--- config.mk ---
export PLATFORM = sky130hd
export DESIGN_NAME = bmode_ea_gen
export DESIGN_NICKNAME = d
export VERILOG_FILES = /design/src/rtl/bea_pkg.sv /design/src/rtl/bea_calc.sv /design/src/rtl/bea_seq.sv /design/src/rtl/bmode_ea_gen.sv
export SDC_FILE = /design/constraint.sdc
export NUM_CORES = 1
export LEC_CHECK = 0
export BUFFER_PORTS_ARGS = -buffer_cell sky130_fd_sc_hd__buf_2
export CAP_MARGIN = 5
export CORE_ASPECT_RATIO = 0.8
export CORE_UTILIZATION = 56
export DETAILED_ROUTE_END_ITERATION = 8
export PLACE_DENSITY_LB_ADDON = 0.05
export SLEW_MARGIN = 25
export SYNTH_ARGS = -nofsm -noshare
export SYNTH_HDL_FRONTEND = slang
export SYNTH_SLANG_ARGS = --single-unit
--- constraint.sdc ---
create_clock -name clk -period 3.7 [get_ports clk]
set_clock_uncertainty 0.2 [all_clocks]
set_input_delay 0.185 -clock clk [delete_from_list [all_inputs] [get_ports clk]]
set_output_delay 0.185 -clock clk [all_outputs]
set_load 0.1 [all_outputs]
--- src/rtl/bea_pkg.sv ---
package bea_pkg;
   typedef enum logic [1:0] {
      MD_PAGE0 = 2'b00,
      MD_FWD_L = 2'b01,
      MD_INDEX = 2'b10,
      MD_FWD_R = 2'b11
   } bmode_e;

   typedef enum logic {
      ST_IDLE = 1'b0,
      ST_WAIT = 1'b1
   } seq_e;
endpackage

--- src/rtl/bea_calc.sv ---
module bea_calc
   import bea_pkg::*;
#(
   parameter int AW = 16,
   parameter int DW = 8
) (
   input  bmode_e         mode,
   input  logic [DW-1:0]  disp,
   input  logic [AW-1:0]  pc,
   input  logic [AW-1:0]  xr,
   output logic [AW-2:0]  dir_word,
   output logic           dir_bsel,
   output logic [AW-2:0]  ptr_word
);
   localparam logic [AW-1:0] ONE = {{(AW-1){1'b0}}, 1'b1};

   generate
      if (AW < 9 || DW >= AW) begin : g_bad_cfg
         $error("bea_calc: AW must be at least 9 and larger than DW");
      end
   endgenerate

   logic [AW-1:0] d_ext;
   logic [AW-1:0] fwd_w;
   logic [AW-1:0] back_w;
   logic [AW-1:0] idx_b;

   assign d_ext  = {{(AW-DW){1'b0}}, disp};
   assign fwd_w  = pc + ONE + d_ext;
   assign back_w = pc - d_ext;
   assign idx_b  = xr + d_ext;

   // direct result
   always_comb begin
      case (mode)
         MD_PAGE0: begin
            dir_word = d_ext[AW-1:1];
            dir_bsel = d_ext[0];
         end
         MD_FWD_L: begin
            dir_word = fwd_w[AW-2:0];
            dir_bsel = 1'b0;
         end
         MD_FWD_R: begin
            dir_word = fwd_w[AW-2:0];
            dir_bsel = 1'b1;
         end
         default: begin
            dir_word = idx_b[AW-1:1];
            dir_bsel = idx_b[0];
         end
      endcase
   end

   // pointer location for indirect forms
   always_comb begin
      case (mode)
         MD_FWD_L: ptr_word = fwd_w[AW-2:0];
         MD_FWD_R: ptr_word = back_w[AW-2:0];
         default:  ptr_word = d_ext[AW-2:0];
      endcase
   end
endmodule

--- src/rtl/bea_seq.sv ---
module bea_seq
   import bea_pkg::*;
#(
   parameter int AW = 16
) (
   input  logic           clk,
   input  logic           rst_n,
   input  logic           start,
   input  logic           ind,
   input  bmode_e         mode,
   input  logic [AW-2:0]  dir_word,
   input  logic           dir_bsel,
   input  logic [AW-2:0]  ptr_word,
   input  logic [AW-1:0]  xr,
   input  logic [AW-1:0]  rd_data,
   input  logic           rd_valid,
   output logic           rd_req,
   output logic [AW-2:0]  rd_addr,
   output logic [AW-2:0]  ea_word,
   output logic           ea_bsel,
   output logic           done
);
   seq_e          state;
   logic          add_x;
   logic [AW-1:0] x_q;
   logic          last_page0;
   logic [AW-1:0] fin_b;

   assign fin_b = rd_data + (add_x ? x_q : '0);

   always_ff @(posedge clk or negedge rst_n) begin
      if (!rst_n) begin
         state      <= ST_IDLE;
         rd_req     <= 1'b0;
         rd_addr    <= '0;
         ea_word    <= '0;
         ea_bsel    <= 1'b0;
         done       <= 1'b0;
         add_x      <= 1'b0;
         x_q        <= '0;
         last_page0 <= 1'b0;
      end else begin
         done <= 1'b0;
         case (state)
            ST_IDLE: begin
               if (start) begin
                  if (!ind) begin
                     ea_word    <= dir_word;
                     ea_bsel    <= dir_bsel;
                     done       <= 1'b1;
                     last_page0 <= (mode == MD_PAGE0);
                  end else begin
                     rd_req     <= 1'b1;
                     rd_addr    <= ptr_word;
                     add_x      <= (mode == MD_INDEX);
                     x_q        <= xr;
                     last_page0 <= 1'b0;
                     state      <= ST_WAIT;
                  end
               end
            end
            default: begin
               if (rd_valid) begin
                  rd_req  <= 1'b0;
                  ea_word <= fin_b[AW-1:1];
                  ea_bsel <= fin_b[0];
                  done    <= 1'b1;
                  state   <= ST_IDLE;
               end
            end
         endcase
      end
   end

   p_reset_quiet_r1: assert property (@(posedge clk)
      !rst_n |=> (!done && !rd_req));

   p_direct_one_cycle_r2: assert property (@(posedge clk) disable iff (!rst_n)
      (state == ST_IDLE && start && !ind) |=> (done && !rd_req));

   p_page0_range_r2: assert property (@(posedge clk) disable iff (!rst_n)
      (done && last_page0) |-> ((ea_word >> 7) == '0));

   p_ind_issue_r5: assert property (@(posedge clk) disable iff (!rst_n)
      (state == ST_IDLE && start && ind) |=> (rd_req && !done));

   p_req_hold_r5: assert property (@(posedge clk) disable iff (!rst_n)
      (rd_req && !rd_valid) |=> (rd_req && $stable(rd_addr)));

   p_single_level_r7: assert property (@(posedge clk) disable iff (!rst_n)
      (rd_req && rd_valid) |=> (!rd_req && done));

   p_busy_ignore_r8: assert property (@(posedge clk) disable iff (!rst_n)
      (rd_req && !rd_valid && start) |=> !done);
endmodule

--- src/rtl/bmode_ea_gen.sv ---
module bmode_ea_gen
   import bea_pkg::*;
#(
   parameter int AW = 16,
   parameter int IW = 16
) (
   input  logic           clk,
   input  logic           rst_n,
   input  logic           start,
   input  logic [IW-1:0]  instr,
   input  logic [AW-1:0]  pc,
   input  logic [AW-1:0]  xr,
   input  logic [AW-1:0]  rd_data,
   input  logic           rd_valid,
   output logic           rd_req,
   output logic [AW-2:0]  rd_addr,
   output logic [AW-2:0]  ea_word,
   output logic           ea_bsel,
   output logic           done
);
   localparam int DW      = 8;
   localparam int IND_BIT = DW;
   localparam int MODE_LO = DW + 1;
   localparam int OPC_LO  = MODE_LO + 2;

   generate
      if (IW <= OPC_LO) begin : g_bad_iw
         $error("bmode_ea_gen: IW too small for the field layout");
      end
   endgenerate

   bmode_e        mode;
   logic          ind;
   logic [DW-1:0] disp;
   logic [AW-2:0] dir_word;
   logic          dir_bsel;
   logic [AW-2:0] ptr_word;
   logic          unused_opc;

   assign mode       = bmode_e'(instr[MODE_LO+1:MODE_LO]);
   assign ind        = instr[IND_BIT];
   assign disp       = instr[DW-1:0];
   assign unused_opc = ^instr[IW-1:OPC_LO];

   bea_calc #(.AW(AW), .DW(DW)) calc_i (
      .mode     (mode),
      .disp     (disp),
      .pc       (pc),
      .xr       (xr),
      .dir_word (dir_word),
      .dir_bsel (dir_bsel),
      .ptr_word (ptr_word)
   );

   bea_seq #(.AW(AW)) seq_i (
      .clk      (clk),
      .rst_n    (rst_n),
      .start    (start),
      .ind      (ind),
      .mode     (mode),
      .dir_word (dir_word),
      .dir_bsel (dir_bsel),
      .ptr_word (ptr_word),
      .xr       (xr),
      .rd_data  (rd_data),
      .rd_valid (rd_valid),
      .rd_req   (rd_req),
      .rd_addr  (rd_addr),
      .ea_word  (ea_word),
      .ea_bsel  (ea_bsel),
      .done     (done)
   );
endmodule

==> results of run 1 <==
## registers in the layout (all words and copies together) (netlist names)
| register | flops |
|---|---|
| seq_i.x_q | 16 |
| seq_i.done | 1 |
| seq_i.add_x | 1 |
| seq_i.rd_req | 1 |
| seq_i.rd_addr | 15 |
| seq_i.ea_bsel | 1 |
| seq_i.state | 1 |
| seq_i.ea_word | 15 |
## cells in the mapped netlist (6+ instances only)
cell,count
sky130_fd_sc_hd__mux2i_1,7
sky130_fd_sc_hd__nand2_1,86
sky130_fd_sc_hd__o21ai_1,8
sky130_fd_sc_hd__ha_1,39
sky130_fd_sc_hd__a31oi_1,10
sky130_fd_sc_hd__o21bai_1,6
sky130_fd_sc_hd__clkbuf_1,16
sky130_fd_sc_hd__o31ai_1,6
sky130_fd_sc_hd__and2_1,15
sky130_fd_sc_hd__nand3_1,16
sky130_fd_sc_hd__nor2_1,36
sky130_fd_sc_hd__xor2_1,15
sky130_fd_sc_hd__and3_1,6
sky130_fd_sc_hd__inv_1,21
sky130_fd_sc_hd__a211oi_1,9
sky130_fd_sc_hd__a21o_1,6
sky130_fd_sc_hd__xnor2_1,30
sky130_fd_sc_hd__nand2b_1,6
sky130_fd_sc_hd__nor3_1,8
sky130_fd_sc_hd__o21ai_0,36
sky130_fd_sc_hd__dfrtp_1,51
sky130_fd_sc_hd__a21oi_1,44
sky130_fd_sc_hd__nor2b_1,8
sky130_fd_sc_hd__o22ai_1,6
## routing by layer
layer | vias up | routed length (um) | global-route usage, %
li1 | 2260 | - | -
met1 | 2220 | 6200 | 41.6
met2 | 157 | 6230 | 52.4
met3 | 13 | 666 | 4.29
met4 | 0 | 153 | 7.40
met5 | - | 0 | 0
## through the flow
stage,worst slack (ns),utilization (%),cells,instance area (um^2)
6_report,0.647,68.7,784,5510
4_1_cts,0.655,68.7,784,5510
2_1_floorplan,1.10,-,576,4700
3_5_place_dp,0.684,65.0,757,5210
5_1_grt,0.458,68.7,784,5510
3_3_place_gp,0.793,65.0,757,5210
## worst reg2reg max path: stages (launching register included)
cell                       delay, ns
sky130_fd_sc_hd__dfrtp_1        0.59
sky130_fd_sc_hd__and2_1         0.25
sky130_fd_sc_hd__ha_1           0.22
sky130_fd_sc_hd__fa_1           0.44
sky130_fd_sc_hd__a211oi_1       0.34
sky130_fd_sc_hd__o21ai_0        0.21
sky130_fd_sc_hd__nand3_1        0.23
sky130_fd_sc_hd__o21bai_1       0.11
sky130_fd_sc_hd__xor2_1         0.15
sky130_fd_sc_hd__o22ai_1        0.14
sky130_fd_sc_hd__nor2b_1        0.07
## placed cells by master, fill, tap and decap left out, drive strengths merged, types with 7 or more instances in the layout
cell type,count
and2,15
buf,100
nor2b,9
a211oi,11
o31ai,7
clkbuf,7
nor3,11
mux2i,7
xor2,15
ha,39
o211ai,9
and3,7
o21ai,46
inv,21
xnor2,30
a21oi,45
nand3,17
a31oi,10
dfrtp,51
nand2,86
dlygate4sd3,19
nor2,37
## final cells by class
class,count,share of cell area [%]
Inverter,23,1.57
Timing Repair Buffer,119,12.8
Multi-Input combinational cell,475,58.1
Sequential cell,51,23.2
Clock buffer,7,1.75
Tap cell,108,2.45
Clock inverter,1,0.136
## power by group through the flow
stage	Sequential [mW]	Combinational, mW	Clock, mW
after detailed placement	0.766	1.43	0
final	0.757	1.45	0.379
after CTS	0.756	1.45	0.384
after floorplan	1.40	0.509	0
after global placement	0.760	1.41	0
after global routing	0.772	1.54	0.403
## final timing paths
path / startpoint / endpoint
setup / recovery: seq_i.add_x$_DFFE_PN0P_ / seq_i.ea_word[13]$_DFFE_PN0P_
hold / removal: pc[14] / seq_i.rd_addr[14]$_DFFE_PN0P_
setup reg to reg: seq_i.add_x$_DFFE_PN0P_ / seq_i.ea_word[13]$_DFFE_PN0P_
hold reg to reg: seq_i.rd_addr[0]$_DFFE_PN0P_ / seq_i.rd_addr[0]$_DFFE_PN0P_
max in group asynchronous: rst_n / seq_i.ea_word[4]$_DFFE_PN0P_
min in group asynchronous: rst_n / seq_i.rd_addr[11]$_DFFE_PN0P_
## cells by family (layout without fill, tap and decap cells)
logic type | count (synthesis) | in the layout | share of synthesized area [%]
AO/OA/AOI/OAI | 173 | 173 | 24.6
XOR/XNOR | 45 | 45 | 8.39
adder cells (fa/ha/maj) | 43 | 43 | 12.1
buffers and inverters | 50 | 150 | 4.71
flip-flops | 51 | 51 | 27.2
multiplexers | 7 | 7 | 1.49
AND/OR/NAND/NOR | 207 | 207 | 21.5
==> run_summary.xml, run 1 <==
<?xml version="1.0" encoding="UTF-8"?>
<metrics>
  <group name="outcome">
    <metric name="result_of_the_run" unit="">finished, final reports clean</metric>
  </group>
  <group name="cts">
    <metric name="numClockSinks" unit="">51</metric>
    <metric name="holdBufCountCts" unit="">19</metric>
    <metric name="path_clk_slew" unit="ns">0.10</metric>
    <metric name="max-clock-path-buffers" unit="">2</metric>
    <metric name="cts_setup_buffers" unit="">0</metric>
    <metric name="cts.htree.levels" unit="">2</metric>
    <metric name="skew_pair_late_insertion_delay" unit="ns">0.32</metric>
    <metric name="cts_root_buf" unit="">sky130_fd_sc_hd__clkbuf_8</metric>
    <metric name="cts_made_buffers" unit="">5</metric>
    <metric name="ctsResizeCount" unit="">0</metric>
    <metric name="cts_tree" unit="">built</metric>
  </group>
  <group name="synthesis">
    <metric name="synth_seq_cells" unit="">51</metric>
    <metric name="synthesized_area_per_cell" unit="um^2">8.16</metric>
    <metric name="yosys_warnings" unit="">0</metric>
    <metric name="netlist.top_cell.by_area" unit="">sky130_fd_sc_hd__dfrtp_1</metric>
    <metric name="asyncSetResetFlopFracSynth" unit="%">100</metric>
    <metric name="synth_area" unit="um^2">4700</metric>
    <metric name="yosysSeqAreaShare" unit="%">27.2</metric>
    <metric name="synth_top_cells_by_area" unit="">sky130_fd_sc_hd__dfrtp_1 (27%), sky130_fd_sc_hd__ha_1 (10%), sky130_fd_sc_hd__nand2_1 (6.9%)</metric>
    <metric name="synthesis.nets" unit="">687</metric>
    <metric name="synth-edff-count" unit="">0</metric>
    <metric name="synth_ff_type" unit="">sky130_fd_sc_hd__dfrtp_1</metric>
    <metric name="synth_cell_types" unit="">71</metric>
    <metric name="synth_largest_type_area_fraction" unit="%">27.2</metric>
    <metric name="postSynthCellCount" unit="">576</metric>
  </group>
  <group name="power_and_ir_drop">
    <metric name="sequentialPowerShare" unit="%">29.2</metric>
    <metric name="clkPwrFrac" unit="%">14.6</metric>
    <metric name="p_comb_share" unit="%">56.1</metric>
    <metric name="power.ir.vdd_worst" unit="uV">426</metric>
    <metric name="internal_power" unit="mW">1.21</metric>
    <metric name="powerDensity" unit="nW/um^2">470</metric>
    <metric name="swShare" unit="%">53.4</metric>
    <metric name="report.power.total" unit="mW">2.59</metric>
    <metric name="p_sw" unit="mW">1.38</metric>
    <metric name="leakage" unit="nW">2.65</metric>
  </group>
  <group name="sta">
    <metric name="grt_setup_unrepaired" unit="">no</metric>
    <metric name="timing.final.crit_share" unit="%">82.5</metric>
    <metric name="finalMaxSlewViolations" unit="">0</metric>
    <metric name="timing.final.setup_violations" unit="">0</metric>
    <metric name="finalWorstPathRequiredPeriod" unit="ns">3.05</metric>
    <metric name="finalSetupTns" unit="ns">0</metric>
    <metric name="finalHoldViolations" unit="">0</metric>
    <metric name="worstMarginPinSlew" unit="ns">0.753</metric>
    <metric name="max_slew_headroom" unit="%">49.8</metric>
    <metric name="finalHoldWorstSlack" unit="ns">0.0158</metric>
    <metric name="achievable-frequency" unit="MHz">328</metric>
  </group>
  <group name="global_route">
    <metric name="grt_antenna_before_repair" unit="">0</metric>
    <metric name="grt_start_max_net_pins" unit="">32</metric>
    <metric name="global_route_wire_length_before_repair" unit="mm">21.5</metric>
    <metric name="gr-total-overflow" unit="">0</metric>
    <metric name="groute.usage.overall" unit="%">30.9</metric>
    <metric name="first_global_vias" unit="">4396</metric>
  </group>
  <group name="final_layout">
    <metric name="antenna_cells_inserted" unit="">0</metric>
    <metric name="multiInputGateArea" unit="um^2">3200</metric>
    <metric name="final_layout_size_suffix_gt1_share" unit="%">19.4</metric>
    <metric name="final.fill_count" unit="">719</metric>
    <metric name="seqCellArea" unit="um^2">1280</metric>
    <metric name="synthToLayoutAreaGrowth" unit="%">17.2</metric>
    <metric name="final_nets" unit="">786</metric>
  </group>
  <group name="min_path">
    <metric name="min-delay-path-class" unit="">input pin to register</metric>
    <metric name="worst_hold_path.num_cells" unit="">4</metric>
  </group>
  <group name="job">
    <metric name="drv.max_cap_violation_count" unit="">0</metric>
  </group>
  <group name="die">
    <metric name="boundaryPins" unit="">101</metric>
    <metric name="fp-row-count" unit="">29</metric>
    <metric name="die_w" unit="um">104</metric>
    <metric name="die_h" unit="um">83.9</metric>
    <metric name="floorplan.die_area" unit="um^2">8760</metric>
    <metric name="start_util" unit="%">58.6</metric>
    <metric name="core_area" unit="um^2">8020</metric>
  </group>
  <group name="critical_path">
    <metric name="worstSetupStartpointType" unit="">register</metric>
    <metric name="r2r_slack" unit="ns">0.65</metric>
    <metric name="critical_path.endpoint_type" unit="">register</metric>
    <metric name="cp_slowest_stage_delay" unit="ns">0.59</metric>
    <metric name="reg2reg_depth" unit="">10</metric>
    <metric name="worst_setup_path_class" unit="">register to register</metric>
    <metric name="cp_max_fo" unit="">17</metric>
    <metric name="number_of_logic_stages_on_the_critical_path_including_buffering" unit="">10</metric>
    <metric name="crit_required" unit="ns">3.71</metric>
    <metric name="list_of_cells_traversed_by_the_critical_path" unit="">and2_1, ha_1, fa_1, a211oi_1, o21ai_0, nand3_1, o21bai_1, xor2_1, o22ai_1, nor2b_1</metric>
    <metric name="worst-endpoint-arrival" unit="ns">3.06</metric>
    <metric name="critical_path.top_delay_family" unit="">compound AO/OA/AOI/OAI gates</metric>
    <metric name="crit_slowest_cell" unit="">sky130_fd_sc_hd__dfrtp_1</metric>
    <metric name="critical_path.n_buffers_inverters" unit="">0</metric>
  </group>
  <group name="detailed_routing">
    <metric name="vias" unit="">4650</metric>
    <metric name="post_drt_via_cell_ratio" unit="">5.93</metric>
    <metric name="postRouteWirelength" unit="mm">13.2</metric>
    <metric name="detailedRoute.firstPassIterationCount" unit="">5</metric>
    <metric name="antenna_violating_nets_post_route" unit="">0</metric>
    <metric name="drt-initial-drc-count" unit="">302</metric>
    <metric name="wire_per_inst" unit="um">16.9</metric>
    <metric name="detail_route.drc_violations" unit="">0</metric>
  </group>
  <group name="place">
    <metric name="port_buffers" unit="">94</metric>
    <metric name="gp_congestion" unit="">0.903</metric>
    <metric name="post-dp-hpwl" unit="mm">10.0</metric>
  </group>
</metrics>
Power figures use the tool's default switching activity.
==> run 2, diff against run 1 <==
- CORE_UTILIZATION: 56 -> 51
- clock period: 3.7 -> 2.59 ns (I/O delays scaled with it)
==> run 2 against run 1 <==
Compared with the run above:
- the run now ends with hold timing, setup timing left
- critical endpoint is now seq_i.ea_word[12]$_DFFE_PN0P_
- utilization is essentially flat
- setup slack lost 0.66 ns
- count of clock-buffer cells in the layout shrank 2
- largest power group unchanged
- sequential power grew 43%
- non-clock buffer count grew 31
==> run_summary.xml, run 2 (synthesized netlist as in run 1, its figures left out) <==
<?xml version="1.0" encoding="UTF-8"?>
<metrics>
  <group name="die">
    <metric name="core_area" unit="um^2">8710</metric>
    <metric name="floorplan.die_area" unit="um^2">9600</metric>
    <metric name="start_util" unit="%">54.0</metric>
    <metric name="boundaryPins" unit="">101</metric>
    <metric name="die_w" unit="um">109</metric>
    <metric name="die_h" unit="um">87.8</metric>
    <metric name="fp-row-count" unit="">30</metric>
  </group>
  <group name="global_route">
    <metric name="highest_utilization_routing_layer_at_the_global_route_stage" unit="">met2</metric>
    <metric name="grt_start_max_net_pins" unit="">35</metric>
    <metric name="grtUsageMet3" unit="%">4.46</metric>
    <metric name="first_global_vias" unit="">4528</metric>
    <metric name="groute.usage.overall" unit="%">30.1</metric>
    <metric name="grt_antenna_before_repair" unit="">0</metric>
    <metric name="globalRouteMet1Util" unit="%">39.7</metric>
    <metric name="global_route_wire_length_before_repair" unit="mm">22.1</metric>
    <metric name="gr-total-overflow" unit="">0</metric>
    <metric name="grt_use_met2" unit="%">51.0</metric>
  </group>
  <group name="sta">
    <metric name="worstMarginPinSlew" unit="ns">0.530</metric>
    <metric name="achievable-frequency" unit="MHz">384</metric>
    <metric name="finalMaxSlewViolations" unit="">0</metric>
    <metric name="finalSetupTns" unit="ns">-0.0133</metric>
    <metric name="finalHoldViolations" unit="">1</metric>
    <metric name="finalWorstPathRequiredPeriod" unit="ns">2.60</metric>
    <metric name="post-route-worst-setup-slack" unit="ns">-0.0133</metric>
    <metric name="finalHoldWorstSlack" unit="ns">-0.00500</metric>
    <metric name="timing.final.crit_share" unit="%">101</metric>
    <metric name="grt_setup_unrepaired" unit="">yes</metric>
    <metric name="timing.final.setup_violations" unit="">1</metric>
    <metric name="max_slew_headroom" unit="%">64.5</metric>
  </group>
  <group name="critical_path">
    <metric name="worst_setup_path_class" unit="">register to register</metric>
    <metric name="critical_path.n_buffers_inverters" unit="">1</metric>
    <metric name="r2r_slack" unit="ns">-0.01</metric>
    <metric name="list_of_cells_traversed_by_the_critical_path" unit="">buf_6, and2_4, ha_4, a2111o_1, o211ai_4, a21oi_2, a41o_1, a31oi_1, a21boi_2</metric>
    <metric name="rr_endpoint" unit="">seq_i.ea_word[12]$_DFFE_PN0P_</metric>
    <metric name="crit_slowest_cell" unit="">sky130_fd_sc_hd__dfrtp_2</metric>
    <metric name="crit_required" unit="ns">2.62</metric>
    <metric name="critical_path.top_delay_family" unit="">compound AO/OA/AOI/OAI gates</metric>
    <metric name="cp_slowest_stage_delay" unit="ns">0.47</metric>
    <metric name="reg2reg_depth" unit="">9</metric>
    <metric name="worstSetupStartpointType" unit="">register</metric>
    <metric name="critical_path.endpoint_type" unit="">register</metric>
    <metric name="cp_max_fo" unit="">7</metric>
    <metric name="worst-endpoint-arrival" unit="ns">2.64</metric>
    <metric name="timing.rr.start" unit="">seq_i.add_x$_DFFE_PN0P_</metric>
  </group>
  <group name="min_path">
    <metric name="worst_hold_launch" unit="">pc[12]</metric>
    <metric name="worst_hold_path.num_cells" unit="">3</metric>
    <metric name="min-delay-path-class" unit="">input pin to register</metric>
    <metric name="whs_endpoint" unit="">seq_i.rd_addr[12]$_DFFE_PN0P_</metric>
  </group>
  <group name="detailed_routing">
    <metric name="detail_route.drc_violations" unit="">0</metric>
    <metric name="wire_per_inst" unit="um">17.3</metric>
    <metric name="antenna_violating_nets_post_route" unit="">0</metric>
    <metric name="postRouteWirelength" unit="mm">14.2</metric>
    <metric name="vias" unit="">4805</metric>
    <metric name="drt-initial-drc-count" unit="">211</metric>
    <metric name="post_drt_via_cell_ratio" unit="">5.87</metric>
    <metric name="detailedRoute.firstPassIterationCount" unit="">5</metric>
  </group>
  <group name="outcome">
    <metric name="failed_checks" unit="">hold timing, setup timing</metric>
    <metric name="result_of_the_run" unit="">complete, but fails checks</metric>
  </group>
  <group name="cts">
    <metric name="path_clk_slew" unit="ns">0.08</metric>
    <metric name="max-clock-path-buffers" unit="">2</metric>
    <metric name="cts_root_buf" unit="">sky130_fd_sc_hd__clkbuf_16</metric>
    <metric name="cts_made_buffers" unit="">5</metric>
    <metric name="numClockSinks" unit="">51</metric>
    <metric name="cts_tree" unit="">built</metric>
    <metric name="skew_pair_late_insertion_delay" unit="ns">0.30</metric>
    <metric name="cts.htree.levels" unit="">2</metric>
  </group>
  <group name="place">
    <metric name="post-place-cells" unit="">789</metric>
    <metric name="post-dp-hpwl" unit="mm">10.6</metric>
    <metric name="gp_congestion" unit="">0.912</metric>
    <metric name="port_buffers" unit="">94</metric>
    <metric name="place_ws" unit="ns">-0.122</metric>
  </group>
  <group name="final_layout">
    <metric name="synthToLayoutAreaGrowth" unit="%">27.2</metric>
    <metric name="top_regs" unit="">seq_i.x_q x16, seq_i.ea_word x15, seq_i.rd_addr x15</metric>
    <metric name="seqCellArea" unit="um^2">1280</metric>
    <metric name="largest_register_by_flop_count" unit="">seq_i.x_q</metric>
    <metric name="largest_register_ff_count" unit="">16</metric>
    <metric name="final_nets" unit="">817</metric>
    <metric name="most-common-layout-cells" unit="">sky130_fd_sc_hd__buf_2 (94), sky130_fd_sc_hd__nand2_1 (86), sky130_fd_sc_hd__dfrtp_1 (50), sky130_fd_sc_hd__a21oi_1 (43), sky130_fd_sc_hd__nor2_1 (35)</metric>
    <metric name="multiInputGateArea" unit="um^2">3340</metric>
    <metric name="antenna_cells_inserted" unit="">0</metric>
    <metric name="final-instance-count-excl-fill" unit="">819</metric>
    <metric name="final_layout_size_suffix_gt1_share" unit="%">25.9</metric>
    <metric name="final.fill_count" unit="">738</metric>
    <metric name="most_frequent_standard_cell_in_the_layout_excluding_fill_and_tap_cells" unit="">sky130_fd_sc_hd__buf_2</metric>
  </group>
  <group name="power_and_ir_drop">
    <metric name="powerDensity" unit="nW/um^2">683</metric>
    <metric name="power.ir.vdd_worst" unit="uV">639</metric>
    <metric name="leakage" unit="nW">2.84</metric>
  </group>
  <group name="job">
    <metric name="drv.max_cap_violation_count" unit="">0</metric>
  </group>
</metrics>
## run 2: cell count changes in the layout (fill, tap and decap cells not counted), moves of 4 or more
cell | previous run | this run
sky130_fd_sc_hd__ha_1 | 39 | 33
sky130_fd_sc_hd__clkbuf_16 | 0 | 5
sky130_fd_sc_hd__clkbuf_8 | 7 | 0
sky130_fd_sc_hd__o21ai_0 | 36 | 32
sky130_fd_sc_hd__ha_4 | 0 | 4
sky130_fd_sc_hd__buf_4 | 6 | 33
## run 2: layer usage
layer / vias up / wire [um]
met2: 178 / 6530
met4: 0 / 248
met5: - / 0
met3: 27 / 852
met1: 2273 / 6570
li1: 2327 / -
## run 2: layout make-up
class | instances | share of cell area, %
Clock buffer | 5 | 2.09
Clock inverter | 3 | 0.733
Inverter | 23 | 1.44
Multi-Input combinational cell | 475 | 56.0
Sequential cell | 51 | 21.4
Tap cell | 112 | 2.34
Timing Repair Buffer | 150 | 16.1
## run 2: worst max-delay path by stage
stage                                        from  slack [ns]  cells after the start                            end
after floorplan           seq_i.add_x$_DFFE_PN0P_        0.02                     10  seq_i.ea_word[14]$_DFFE_PN0P_
after global placement    seq_i.add_x$_DFFE_PN0P_       -0.05                     10  seq_i.ea_word[13]$_DFFE_PN0P_
after detailed placement  seq_i.add_x$_DFFE_PN0P_       -0.12                     10  seq_i.ea_word[13]$_DFFE_PN0P_
after CTS                 seq_i.add_x$_DFFE_PN0P_       0.001                     10  seq_i.ea_word[13]$_DFFE_PN0P_
after global routing      seq_i.add_x$_DFFE_PN0P_       -0.09                      9  seq_i.ea_word[12]$_DFFE_PN0P_
final                     seq_i.add_x$_DFFE_PN0P_       -0.01                      9  seq_i.ea_word[12]$_DFFE_PN0P_
## run 2: metrics by stage
| stage | total power [mW] | util (%) | hold WS (ns) | area, um^2 |
|---|---|---|---|---|
| floorplan | 2.72 | - | -0.366 | 4700 |
| finish | 4.08 | 68.6 | -0.00500 | 5980 |
| CTS | 4.02 | 67.0 | 0.00225 | 5830 |
| detailed placement | 3.21 | 62.5 | -0.115 | 5450 |
| global placement | 3.17 | 62.5 | -0.114 | 5450 |
| global route | 4.27 | 68.6 | 0.0204 | 5980 |
## run 2: power breakdown
| group | switching, mW | internal [mW] | total [mW] |
|---|---|---|---|
| combinational | 1.62 | 0.587 | 2.20 |
| sequential | 0.111 | 0.973 | 1.08 |
| clock | 0.337 | 0.457 | 0.794 |
## run 2: what timing repair did
item	in CTS	in global routing
resized for setup	3	30
endpoints found under the setup margin	6	9
setup buffers	0	1
hold buffers	21	0
hold endpoints to repair	53	0
pin swaps	2	17
## run 2: worst register-to-register path: stages (launching register included)
cell	delay (ns)
sky130_fd_sc_hd__dfrtp_2	0.47
sky130_fd_sc_hd__buf_6	0.16
sky130_fd_sc_hd__and2_4	0.14
sky130_fd_sc_hd__ha_4	0.15
sky130_fd_sc_hd__a2111o_1	0.46
sky130_fd_sc_hd__o211ai_4	0.33
sky130_fd_sc_hd__a21oi_2	0.10
sky130_fd_sc_hd__a41o_1	0.21
sky130_fd_sc_hd__a31oi_1	0.15
sky130_fd_sc_hd__a21boi_2	0.17
